--- src/rtl/mtp_pkg.sv ---
package mtp_pkg;
  typedef enum logic [1:0] {
    PAT_ZERO = 2'd0,
    PAT_ONES = 2'd1,
    PAT_USER = 2'd2,
    PAT_INCR = 2'd3
  } pat_e;
endpackage

--- src/rtl/mtp_rst_sync.sv ---
module mtp_rst_sync #(
  parameter int STAGES = 2
) (
  input  logic clk,
  input  logic rst_n,
  output logic rst_n_sync
);
  logic [STAGES-1:0] sync_q;

  always_ff @(posedge clk or negedge rst_n) begin
    if (!rst_n) sync_q <= '0;
    else        sync_q <= {sync_q[STAGES-2:0], 1'b1};
  end

  assign rst_n_sync = sync_q[STAGES-1];
endmodule

--- src/rtl/mtp_cfg.sv ---
module mtp_cfg
  import mtp_pkg::*;
#(
  parameter int DATA_W = 32
) (
  input  logic              clk,
  input  logic              rst_n,
  input  logic              start,
  input  logic [1:0]        sel_in,
  input  logic [DATA_W-1:0] user_in,
  output pat_e              sel_q,
  output logic [DATA_W-1:0] user_q
);
  pat_e              sel_d;
  logic [DATA_W-1:0] user_d;

  always_comb begin
    sel_d  = sel_q;
    user_d = user_q;
    if (start) begin
      sel_d  = pat_e'(sel_in);
      user_d = user_in;
    end
  end

  always_ff @(posedge clk or negedge rst_n) begin
    if (!rst_n) begin
      sel_q  <= PAT_ZERO;
      user_q <= '0;
    end else if (start) begin
      sel_q  <= sel_d;
      user_q <= user_d;
    end
  end


  settings_hold_chk: assert property (@(posedge clk) disable iff (!rst_n)
    !start |=> ($stable(sel_q) && $stable(user_q)));
endmodule

--- src/rtl/mtp_seq_gen.sv ---
module mtp_seq_gen
  import mtp_pkg::*;
#(
  parameter int DATA_W = 32
) (
  input  logic              clk,
  input  logic              rst_n,
  input  logic              restart,
  input  logic              advance,
  input  pat_e              sel,
  input  logic [DATA_W-1:0] user,
  output logic [DATA_W-1:0] word
);
  localparam int          NB     = DATA_W / 8;
  localparam logic [7:0]  STEP_B = 8'((17 * NB) % 256);

  logic [DATA_W-1:0] seed;
  logic [DATA_W-1:0] bumped;
  logic [DATA_W-1:0] incr_q;
  logic [DATA_W-1:0] incr_d;
  logic              incr_en;

  for (genvar g = 0; g < NB; g++) begin : g_lane
    localparam logic [7:0] SEED_B = 8'((17 * g) % 256);
    assign seed[8*g +: 8]   = SEED_B;
    assign bumped[8*g +: 8] = incr_q[8*g +: 8] + STEP_B;
  end

  assign incr_en = restart | advance;

  always_comb begin
    incr_d = incr_q;
    if (restart)      incr_d = seed;
    else if (advance) incr_d = bumped;
  end

  always_ff @(posedge clk or negedge rst_n) begin
    if (!rst_n)       incr_q <= seed;
    else if (incr_en) incr_q <= incr_d;
  end

  always_comb begin
    case (sel)
      PAT_ZERO: word = '0;
      PAT_ONES: word = '1;
      PAT_USER: word = user;
      default:  word = incr_q;
    endcase
  end


  incr_restart_chk: assert property (@(posedge clk) disable iff (!rst_n)
    restart |=> (incr_q == seed));


  incr_hold_chk: assert property (@(posedge clk) disable iff (!rst_n)
    (!restart && !advance) |=> $stable(incr_q));


  always_comb begin
    if (rst_n && sel == PAT_ONES) ones_word_chk: assert (word == '1);
  end
endmodule

--- src/rtl/mtp_check.sv ---
module mtp_check #(
  parameter int DATA_W = 32,
  parameter int ERR_W  = 32
) (
  input  logic              clk,
  input  logic              rst_n,
  input  logic              clear,
  input  logic              beat,
  input  logic [DATA_W-1:0] rd_data,
  input  logic [DATA_W-1:0] expected,
  output logic [ERR_W-1:0]  err_q,
  output logic [DATA_W-1:0] last_q
);
  localparam logic [ERR_W-1:0] ERR_MAX = '1;
  localparam logic [ERR_W-1:0] ERR_ONE = ERR_W'(1);

  logic [ERR_W-1:0]  err_d;
  logic [DATA_W-1:0] last_d;
  logic              mismatch;
  logic              err_en;
  logic              last_en;

  assign mismatch = (rd_data != expected);
  assign err_en   = clear | beat;
  assign last_en  = beat & ~clear;

  always_comb begin
    err_d  = err_q;
    last_d = last_q;
    if (clear) begin
      err_d = '0;
    end else if (beat) begin
      last_d = rd_data;
      if (mismatch && err_q != ERR_MAX) err_d = err_q + ERR_ONE;
    end
  end

  always_ff @(posedge clk or negedge rst_n) begin
    if (!rst_n)      err_q <= '0;
    else if (err_en) err_q <= err_d;
  end

  always_ff @(posedge clk or negedge rst_n) begin
    if (!rst_n)       last_q <= '0;
    else if (last_en) last_q <= last_d;
  end


  err_saturate_chk: assert property (@(posedge clk) disable iff (!rst_n)
    (!clear && err_q == ERR_MAX) |=> (err_q == ERR_MAX));


  err_monotonic_chk: assert property (@(posedge clk) disable iff (!rst_n)
    !clear |=> (err_q >= $past(err_q)));


  idle_hold_chk: assert property (@(posedge clk) disable iff (!rst_n)
    (!clear && !beat) |=> ($stable(err_q) && $stable(last_q)));
endmodule

--- src/rtl/mtp_engine.sv ---
module mtp_engine
  import mtp_pkg::*;
#(
  parameter int DATA_W = 32,
  parameter int ERR_W  = 32
) (
  input  logic              clk,
  input  logic              rst_n,
  input  logic              pass_start,
  input  logic [1:0]        pat_sel,
  input  logic [DATA_W-1:0] user_word,
  input  logic              wr_beat,
  input  logic              rd_valid,
  input  logic              rd_ready,
  input  logic [DATA_W-1:0] rd_data,
  output logic [DATA_W-1:0] wr_data,
  output logic [ERR_W-1:0]  err_count,
  output logic [DATA_W-1:0] last_rd
);
  logic              rst_s_n;
  pat_e              sel_q;
  logic [DATA_W-1:0] user_q;
  logic [DATA_W-1:0] exp_word;
  logic              wr_adv;
  logic              rd_acc;

  assign wr_adv = wr_beat & ~pass_start;
  assign rd_acc = rd_valid & rd_ready & ~pass_start;

  mtp_rst_sync #(.STAGES(2)) u_rst (
    .clk        (clk),
    .rst_n      (rst_n),
    .rst_n_sync (rst_s_n)
  );

  mtp_cfg #(.DATA_W(DATA_W)) u_cfg (
    .clk     (clk),
    .rst_n   (rst_s_n),
    .start   (pass_start),
    .sel_in  (pat_sel),
    .user_in (user_word),
    .sel_q   (sel_q),
    .user_q  (user_q)
  );

  mtp_seq_gen #(.DATA_W(DATA_W)) u_wr_gen (
    .clk     (clk),
    .rst_n   (rst_s_n),
    .restart (pass_start),
    .advance (wr_adv),
    .sel     (sel_q),
    .user    (user_q),
    .word    (wr_data)
  );

  mtp_seq_gen #(.DATA_W(DATA_W)) u_exp_gen (
    .clk     (clk),
    .rst_n   (rst_s_n),
    .restart (pass_start),
    .advance (rd_acc),
    .sel     (sel_q),
    .user    (user_q),
    .word    (exp_word)
  );

  mtp_check #(.DATA_W(DATA_W), .ERR_W(ERR_W)) u_chk (
    .clk      (clk),
    .rst_n    (rst_s_n),
    .clear    (pass_start),
    .beat     (rd_acc),
    .rd_data  (rd_data),
    .expected (exp_word),
    .err_q    (err_count),
    .last_q   (last_rd)
  );


  start_clears_chk: assert property (@(posedge clk) disable iff (!rst_s_n)
    pass_start |=> (err_count == '0));
endmodule

--- config.mk ---
export PLATFORM = sky130hd
export DESIGN_NAME = mtp_engine
export DESIGN_NICKNAME = d
export VERILOG_FILES = /design/src/rtl/mtp_pkg.sv /design/src/rtl/mtp_rst_sync.sv /design/src/rtl/mtp_cfg.sv /design/src/rtl/mtp_seq_gen.sv /design/src/rtl/mtp_check.sv /design/src/rtl/mtp_engine.sv
export SDC_FILE = /design/constraint.sdc
export NUM_CORES = 1
export LEC_CHECK = 0
export BUFFER_PORTS_ARGS = -buffer_cell sky130_fd_sc_hd__buf_2
export CORE_MARGIN = 1
export CORE_UTILIZATION = 55
export DETAILED_ROUTE_END_ITERATION = 8
export PLACE_DENSITY = 0.8
export SLEW_MARGIN = 40
export SYNTH_ARGS = -nofsm -noshare
export SYNTH_HDL_FRONTEND = slang
export SYNTH_SLANG_ARGS = --single-unit
--- constraint.sdc ---
create_clock -name clk -period 5.71 [get_ports clk]
set_clock_uncertainty 0.05 [all_clocks]
set_input_delay 0.2855 -clock clk [delete_from_list [all_inputs] [get_ports clk]]
set_output_delay 0.2855 -clock clk [all_outputs]
set_load 0.01 [all_outputs]
=== After elaboration in Yosys (flattened, before gate mapping) ===
Index checks and enable logic that the tools add are counted.

* Register bits: 164
* Latch bits: 0
* RAM bits: 0
* Bits in read-only memories: 0
* Bits of input ports: 72
* Output and inout bits: 96
* Logic and storage cells: 45
* Memories kept: 0

* Add/subtract/negate cells: 9
* $mul: 0
* Div/mod/pow operators: 0
* $lt $le $gt $ge: 0
* Equality and inequality tests: 4
* Shifts and indexed selects: 0
* Mux-type cells: 9
* Bitwise logic cells: 7
* Reduce and logical (&&, ||, !) cells: 9

{| class="wikitable"
|+ Operator list
! cell !! count
|-
| 32-bit 2-to-1 mux || 7
|-
| 32-bit case mux with 3 select lines || 2
|-
| 8-bit by 7-bit adder with 8-bit output, second input constant || 8
|-
| 32-bit by 1-bit adder with 32-bit output, second input constant || 1
|-
| 32-bit inequality test || 1
|-
| 32-bit inequality test, second input constant || 1
|-
| 3-bit AND reduction || 2
|-
| 2-bit nonzero test || 3
|-
| 1-bit AND || 4
|-
| 2-bit AND reduction || 2
|-
| 2-bit by 1-bit equality test with 1-bit output, second input constant || 1
|-
| 2-bit equality test, second input constant || 1
|-
| 2-bit zero test || 1
|-
| 1-bit OR || 2
|-
| 1-bit logical AND || 1
|-
| 1-bit NOT || 1
|}

=== Depth between registers and ports, before layout ===
Gate-level depths: netlist (run 1).

* Depth after elaboration: 7
* Gate-level depth with buffers: 12
* Depth with buffers taken out: 7

=== Modules after synthesis ===
A second synthesis (run 1) with hierarchy kept.

* Cell total of the unflattened synthesis: 804
* Area, all modules: 8242.9 µm²

{| class="wikitable"
|+ By module, submodules not included
! module !! times used !! cells an instance !! area each (µm²) !! sequential area each (µm²)
|-
| mtp_check || 1 || 319 || 3420.8 || 1601.5
|-
| mtp_seq_gen || 2 || 204 || 1667.8 || 631.9
|-
| mtp_cfg || 1 || 72 || 1417.6 || 850.8
|-
| mtp_rst_sync || 1 || 3 || 53.8 || 50.0
|-
| mtp_engine || 1 || 2 || 15.0 || 0.0
|}

=== Least setup slack after synthesis (run 1) ===
No wires, ideal clock.

* Kind: reg2reg
* Start: register u_exp_gen.incr_q[24]
* End: register u_chk.err_q[9]
* Setup time: 0.125 ns
* Data arrival time: 2.333 ns
* Required time: 5.535 ns
* Setup slack: 3.202 ns
* Stages on the path, launching flop included: 11
* Path buffers: 3
* Clock period less this slack: 2.508 ns
* Cells stage by stage: dfstp_2 > and3b_1 > clkbuf_1 > or3_1 > nand4_1 > nor4_1 > and4_1 > buf_2 > buf_6 > nor4_1 > mux2_2

* Word-level cells in the longest chain between the ends: 5

{| class="wikitable"
|+ Ends and longest elaborated chain
! item !! line !! text
|-
| start: declaration || mtp_seq_gen.sv:19 || <nowiki>logic [DATA_W-1:0] incr_q;</nowiki>
|-
| start signal: assignment || mtp_seq_gen.sv:39 || <nowiki>else if (incr_en) incr_q <= incr_d;</nowiki>
|-
| 32-bit case mux with 3 select lines || mtp_seq_gen.sv:43 || <nowiki>case (sel)</nowiki>
|-
| 32-bit inequality test || mtp_check.sv:23 || <nowiki>assign mismatch = (rd_data != expected);</nowiki>
|-
| 1-bit logical AND || mtp_check.sv:34 || <nowiki>if (mismatch && err_q != ERR_MAX) err_d = err_q + ERR_ONE;</nowiki>
|-
| 2-bit nonzero test (no line) || n/a ||
|-
| 3-bit AND reduction (no line) || n/a ||
|-
| end signal: assignment || mtp_check.sv:40 || <nowiki>else if (err_en) err_q <= err_d;</nowiki>
|-
| end: declaration || mtp_check.sv:11 || <nowiki>output logic [ERR_W-1:0] err_q,</nowiki>
|}

No other way between the ends.
A chain may end at the register's enable or synchronous reset.

=== Worst setup path after layout (run 1) ===
* Start: register u_cfg.sel_q[1]
* End: register u_chk.err_q[18]

* Word-level cells in the longest chain between the ends: 6
* Elaborated cells on any way between the ends: 8
* Those cells by class: eq/ne: 3; mux: 1; reduce/logical: 4

{| class="wikitable"
|+ Ends and longest elaborated chain
! item !! line !! text
|-
| start: declaration || mtp_cfg.sv:11 || <nowiki>output pat_e sel_q,</nowiki>
|-
| start signal: assignment || mtp_cfg.sv:31 || <nowiki>sel_q <= sel_d;</nowiki>
|-
| 2-bit equality test, or another cell as far along || mtp_seq_gen.sv:43 ||
|-
| 32-bit case mux with 3 select lines (*) || mtp_seq_gen.sv:43 ||
|-
| 32-bit inequality test (*) || mtp_check.sv:23 ||
|-
| 1-bit logical AND (*) || mtp_check.sv:34 ||
|-
| 2-bit nonzero test (no line) (*) || n/a ||
|-
| 3-bit AND reduction (no line) (*) || n/a ||
|}

Mark *: on every way between the ends. The rest lies on a longest branch, timed or not.

==> impl_metrics.env, run 1 <==
export IMPL_path_clk_slew_ns=0.06
export IMPL_nets=1019
export IMPL_synth_edff_count=0
export IMPL_vias_per_cell=6.05
export IMPL_yosys_most_used_dff="dfrtp_1"
export IMPL_power_leakage_nw=4.42
export IMPL_peakVddDrop_mv=0.220
export IMPL_area_delta_synth_final_pct=18.7
export IMPL_route_detailed_drc=0
export IMPL_dr_pass1_iters=5
export IMPL_yosys_area_top_type="dfrtp_1"
export IMPL_synth_seq_cells=150
export IMPL_portBuffers=167
export IMPL_drive_gt1_share_pct=31.8
export IMPL_avgSynthCellArea_um2=9.97
export IMPL_syn_nets=880
export IMPL_fmax_mhz=266
export IMPL_antenna_found_initial=0
export IMPL_finalPower_w=0.00283
export IMPL_drv_cap=0
export IMPL_ctsRootBufferMaster="clkbuf_16"
export IMPL_grt_pass1_wl_um=33700
export IMPL_grt_max_degree=61
export IMPL_report_final_slew_viol_count=0
export IMPL_end_kind="register"
export IMPL_fillers=1116
export IMPL_cp_max_fo=35
export IMPL_synth_most_common_cell="dfrtp_1"
export IMPL_critPathMaxStageDelay_ns=0.87
export IMPL_insertion_delay_ns=0.43
export IMPL_totalWireLength_um=21100
export IMPL_vias=6846
export IMPL_final_cells=1131
export IMPL_ys_warn_count=0
export IMPL_grt_usage_pct=29.6
export IMPL_cts_tree="built"
export IMPL_placedCellCount=1097
export IMPL_cp_common_cell="buf_4"
export IMPL_cts_num_sinks=150
export IMPL_synthMuxAreaShare_pct=11.1
export IMPL_max_slew_margin_pct=46.0
export IMPL_fp_coreArea_mm2=0.0140
export IMPL_fin_crit_sh_pct=65.9
export IMPL_yosys_area_share_simple_pct=22.6
export IMPL_tightest_slew_ns=0.811
export IMPL_wl_per_cell_um=18.6
export IMPL_cts_buffers=17
export IMPL_grt_ovfl_total=0
export IMPL_htreeDepth=4
export IMPL_p_per_area_mw_per_mm2=299
export IMPL_yosys_cell_types_count=48
export IMPL_start_util_pct=57.0
export IMPL_synth_top_area_share_pct=44.0
export IMPL_post_cts_resized=0
export IMPL_drtIter0Drc=581
export IMPL_synth_compound_area_share_pct=10.5
export IMPL_synth_top_family_by_area="simple AND/OR/NAND/NOR gates"
export IMPL_async_flop_share_pct=100
export IMPL_required_ns=6.01
export IMPL_io_pins=168
export IMPL_final_area_mm2=0.00946
export IMPL_grt_pass1_vias=6499
export IMPL_cp_start_kind="register"
export IMPL_ant_nets=0
export IMPL_insertedDiodeCount=0
export IMPL_setup_tns_ns=0
export IMPL_critPathKind="register to register"
export IMPL_crit_buf_inv=2
export IMPL_rsz0062_at_grt="no"
export IMPL_period_minus_slack_ns=3.77
export IMPL_fin_util_pct=67.6
export IMPL_die_y_um=122
export IMPL_yosys_top_cells_area="dfrtp_1, mux2_2, nor2_1"
export IMPL_hold_viol=0
export IMPL_post_dp_cell_area_mm2=0.00883
export IMPL_die_area_mm2=0.0150
export IMPL_netlist_area_mm2=0.00797
export IMPL_cp_cell_sequence="buf_4, and3b_1, or3_1, nand4b_1, nor4b_1, and4_2, buf_4, o31ai_1, a21oi_1"
export IMPL_clk_path_buf_depth=2
export IMPL_die_w_um=122
export IMPL_crit_slowest_cell="dfrtp_1"
export IMPL_status="complete, no violations"
export IMPL_worstHoldPathType="primary input to register"
export IMPL_synthTopCellsByCount="dfrtp_1, nor2_1, mux2_2"
export IMPL_row_count=43
export IMPL_crit_arrival_ns=4.06
export IMPL_synth_fa_ha_area_share_pct=1.41
export IMPL_cpLargestDelayFamily="simple AND/OR/NAND/NOR gates"
export IMPL_place_congestion=0.859
export IMPL_setup_viol=0
export IMPL_synth_xor_area_share_pct=3.63
export IMPL_ys_seq_area_share_pct=47.3
export IMPL_dp_hpwl_um=14600
export IMPL_syn_instance_count=799
flip-flops by register name (all words and copies together), names as in the netlist:
| register | flops |
|---|---|
| u_cfg.user_q | 32 |
| u_chk.err_q | 32 |
| u_chk.last_q | 32 |
| u_exp_gen.incr_q | 25 |
| u_wr_gen.incr_q | 25 |
| u_cfg.sel_q | 2 |
| u_rst.sync_q | 2 |
logic make-up after synthesis:
family	Yosys count
AOI/OAI and AO/OA	141
and+or+nand+nor	327
adders and majority gates	9
other	1
xor gates and xnor gates	33
muxes	79
DFF	150
buffers and inverters	59
placed cells by master, fill, tap and decap left out, drive strengths merged, types with 20 or more instances in the layout:
cell,Yosys,routed
and3b,25,25
a21oi,62,62
nand2,36,36
or4,22,22
buf,25,177
dfrtp,140,140
nor2,98,98
o21ai,34,34
mux2,75,75
clkbuf,33,20
o31ai,21,21
nand4,23,23
xor2,20,20
nand3,23,23
or3,24,24
layer usage:
metal  GRT usage (%)  wire length [µm]
met5               0                 0
met1            39.5              8970
met2            46.1             10000
met4            14.6               760
met3            5.81              1320
layout make-up:
cell class                      instances  area (µm²)  share of cell area (%)
Tap cell                              180         225                    2.38
Multi-Input combinational cell        590        3930                    41.5
Clock inverter                         12         126                    1.34
Inverter                                1        3.75                  0.0397
Timing Repair Buffer                  178         936                    9.90
Clock buffer                           20         467                    4.93
Sequential cell                       150        3770                    39.9
stage by stage:
stage	worst slack [ns]	hold WS, ns
final	1.94	0.0337
after floorplan	1.19	-0.0601
after CTS	2.12	0.0226
after detailed placement	2.12	0.0225
after global routing	1.65	0.0338
after global placement	1.69	0.0219
worst register-to-register path, stage by stage, from the launching register on:
cell and delay, ns:
dfrtp_1 0.87, buf_4 0.44, and3b_1 0.31, or3_1 0.15, nand4b_1 0.10, nor4b_1 0.41
and4_2 0.72, buf_4 0.37, o31ai_1 0.12, a21oi_1 0.16
final timing paths:
kind,startpoint,endpoint,slack [ns],depth (start not counted)
max,u_cfg.sel_q[1],u_chk.err_q[18],1.94,9
min,user_word[24],u_cfg.user_q[24],0.03,2
max reg2reg,u_cfg.sel_q[1],u_chk.err_q[18],1.94,9
min reg2reg,u_rst.sync_q[1],u_chk.err_q[29],0.22,0
max in group asynchronous,u_rst.sync_q[1],u_chk.last_q[22],4.37,1
min in group asynchronous,rst_n,u_rst.sync_q[1],0.12,2
power by group:
part	total, W	internal (W)	leakage [nW]	switching (W)
logic	0.000478	0.000213	2.24	0.000265
registers	0.00123	0.00115	1.89	0.0000758
clock network	0.00113	0.000676	0.292	0.000450
total	0.00283	0.00204	4.42	0.000791
timing repair:
| action | in CTS | in global routing |
|---|---|---|
| hold buffers | 1 | 0 |
| setup buffers | 0 | 0 |
| endpoints found under the hold margin | 2 | 0 |
No activity file was read; power rests on OpenSTA's default activity.
==> inputs of run 2 (changes only) <==
CORE_UTILIZATION = 50   (was 55)
PLACE_DENSITY = 0.77   (was 0.8)
clock period = 3.1 ns   (was 5.71 ns; I/O delays follow)
==> run 2 against run 1 <==
Effect of this change:
- first-iteration DRC count is 10% lower
- critical path depth stayed put
- power is 93% higher
- via count is 6.0% higher
- worst setup slack worse by 1.6 ns
- clock-buffer cell count is 1 lower
- critical path type unchanged
- highest routed layer unchanged
==> impl_metrics.env, run 2 (synthesis results as in run 1) <==
export IMPL_route_detailed_drc=0
export IMPL_place_congestion=0.888
export IMPL_tightest_slew_ns=0.700
export IMPL_grt_pass1_vias=6985
export IMPL_final_common_cell="buf_2"
export IMPL_reg2reg_slack_ns=0.38
export IMPL_setup_viol=0
export IMPL_hold_viol=0
export IMPL_die_y_um=128
export IMPL_io_pins=168
export IMPL_die_w_um=128
export IMPL_cts_buffers=17
export IMPL_final_cell_mix="buf_2, dfrtp_1, nor2_1"
export IMPL_insertion_delay_ns=0.43
export IMPL_fillers=1159
export IMPL_reg2reg_depth=9
export IMPL_report_final_slew_viol_count=0
export IMPL_grt_ovfl_total=0
export IMPL_crit_slowest_cell="or3_1"
export IMPL_insertedDiodeCount=0
export IMPL_holdPathStages=2
export IMPL_dp_hpwl_um=15100
export IMPL_period_minus_slack_ns=2.72
export IMPL_nets=1088
export IMPL_ant_nets=0
export IMPL_pre_cts_slack_ns=0.435
export IMPL_p_per_area_mw_per_mm2=532
export IMPL_cpLargestDelayFamily="simple AND/OR/NAND/NOR gates"
export IMPL_grt_pass1_wl_um=37000
export IMPL_reg2reg_from="u_cfg.sel_q[0]"
export IMPL_clk_path_buf_depth=2
export IMPL_timing_rr_end="u_chk.err_q[9]"
export IMPL_fin_ws_ns=0.376
export IMPL_hold_path_endpoint="u_chk.last_q[16]"
export IMPL_drive_gt1_share_pct=29.6
export IMPL_required_ns=3.36
export IMPL_vias_per_cell=5.89
export IMPL_start_util_pct=51.8
export IMPL_power_leakage_nw=4.74
export IMPL_fmax_mhz=367
export IMPL_end_kind="register"
export IMPL_min_from="rd_data[16]"
export IMPL_die_area_mm2=0.0164
export IMPL_wl_per_cell_um=19.1
export IMPL_totalWireLength_um=23500
export IMPL_cp_max_fo=55
export IMPL_drv_cap=0
export IMPL_cts_num_sinks=150
export IMPL_row_count=45
export IMPL_regArea_mm2=0.00377
export IMPL_cp_cell_sequence="buf_4, a21oi_1, or3_1, nand4_1, nor4_1, and4_1, buf_12, nor4_1, mux2_2"
export IMPL_setup_tns_ns=0
export IMPL_peakVddDrop_mv=0.430
export IMPL_cp_start_kind="register"
export IMPL_fp_coreArea_mm2=0.0154
export IMPL_vias=7256
export IMPL_grt_usage_pct=29.3
export IMPL_whs_ns=0.0416
export IMPL_post_cts_resized=0
export IMPL_crit_arrival_ns=2.98
export IMPL_critPathKind="register to register"
export IMPL_post_dp_cell_area_mm2=0.00895
export IMPL_htreeDepth=4
export IMPL_area_delta_synth_final_pct=28.5
export IMPL_path_clk_slew_ns=0.06
export IMPL_final_area_mm2=0.0102
export IMPL_max_slew_margin_pct=53.2
export IMPL_multi_input_area_mm2=0.00393
export IMPL_worstHoldPathType="primary input to register"
export IMPL_cts_tree="built"
export IMPL_portBuffers=167
export IMPL_status="complete, no violations"
export IMPL_dr_pass1_iters=8
export IMPL_rsz0062_at_grt="no"
export IMPL_cp_common_cell="nor4_1"
export IMPL_antenna_found_initial=0
export IMPL_grt_max_degree=126
export IMPL_drtIter0Drc=520
export IMPL_fin_crit_sh_pct=87.9
export IMPL_crit_buf_inv=2
export IMPL_reg_top3="u_cfg.user_q: 32 flops, u_chk.err_q: 32 flops, u_chk.last_q: 32 flops"
export IMPL_ctsRootBufferMaster="clkbuf_16"
export IMPL_critPathMaxStageDelay_ns=0.39
## run 2: power by group
| part | total [W] | leakage (nW) | internal (W) | switching (W) |
|---|---|---|---|---|
| combinational | 0.00100 | 2.54 | 0.000455 | 0.000548 |
| sequential | 0.00226 | 1.89 | 0.00212 | 0.000134 |
| clock | 0.00219 | 0.303 | 0.00137 | 0.000827 |
## run 2: area by class of cell
| type | count | area share [%] |
|---|---|---|
| Multi-Input combinational cell | 590 | 38.3 |
| Sequential cell | 150 | 36.8 |
| Timing Repair Buffer | 247 | 16.2 |
| Clock buffer | 19 | 4.33 |
| Tap cell | 211 | 2.58 |
| Clock inverter | 13 | 1.74 |
| Inverter | 1 | 0.0367 |
## run 2: worst register-to-register path, stage by stage, from the launching register on
cell     delay [ns]
dfrtp_1        0.35
buf_4          0.33
a21oi_1        0.18
or3_1          0.39
nand4_1        0.12
nor4_1         0.07
and4_1         0.21
buf_12         0.18
nor4_1         0.36
mux2_2         0.37
## run 2: timing repair
| item | 4_1_cts | 5_1_grt |
|---|---|---|
| hold endpoints to repair | 66 | 0 |
| hold buffers | 66 | 0 |
| buffers inserted | 0 | 0 |
## run 2: metrics by stage
stage	total power, W	cells	utilization (%)
after global routing	0.00565	1231	66.6
after CTS	0.00544	1231	66.6
final	0.00545	1231	66.6
after detailed placement	0.00319	1133	58.3
after floorplan	0.00282	799	-
after global placement	0.00316	1133	58.3
## run 2: metal layers
metal	part of all wire [%]	wire, µm	vias to the layer above	global-route usage [%]
li1	-	-	3322	-
met1	41	9530	3532	35.5
met2	49	11500	335	49.3
met3	6.4	1490	67	6.51
met4	4.1	953	0	14.5
met5	0	0	-	0
## run 2: how the worst max path moves through the flow
| stage | start | endpoint | cells after the start |
|---|---|---|---|
| 6_report | u_cfg.sel_q[0] | u_chk.err_q[9] | 9 |
| 2_1_floorplan | u_rst.sync_q[1] | u_cfg.sel_q[0] | 0 |
| 4_1_cts | u_cfg.sel_q[0] | u_chk.err_q[4] | 9 |
| 3_5_place_dp | u_cfg.sel_q[0] | u_chk.err_q[4] | 9 |
| 5_1_grt | u_cfg.sel_q[0] | u_chk.err_q[9] | 9 |
| 3_3_place_gp | u_cfg.sel_q[0] | u_chk.err_q[7] | 9 |
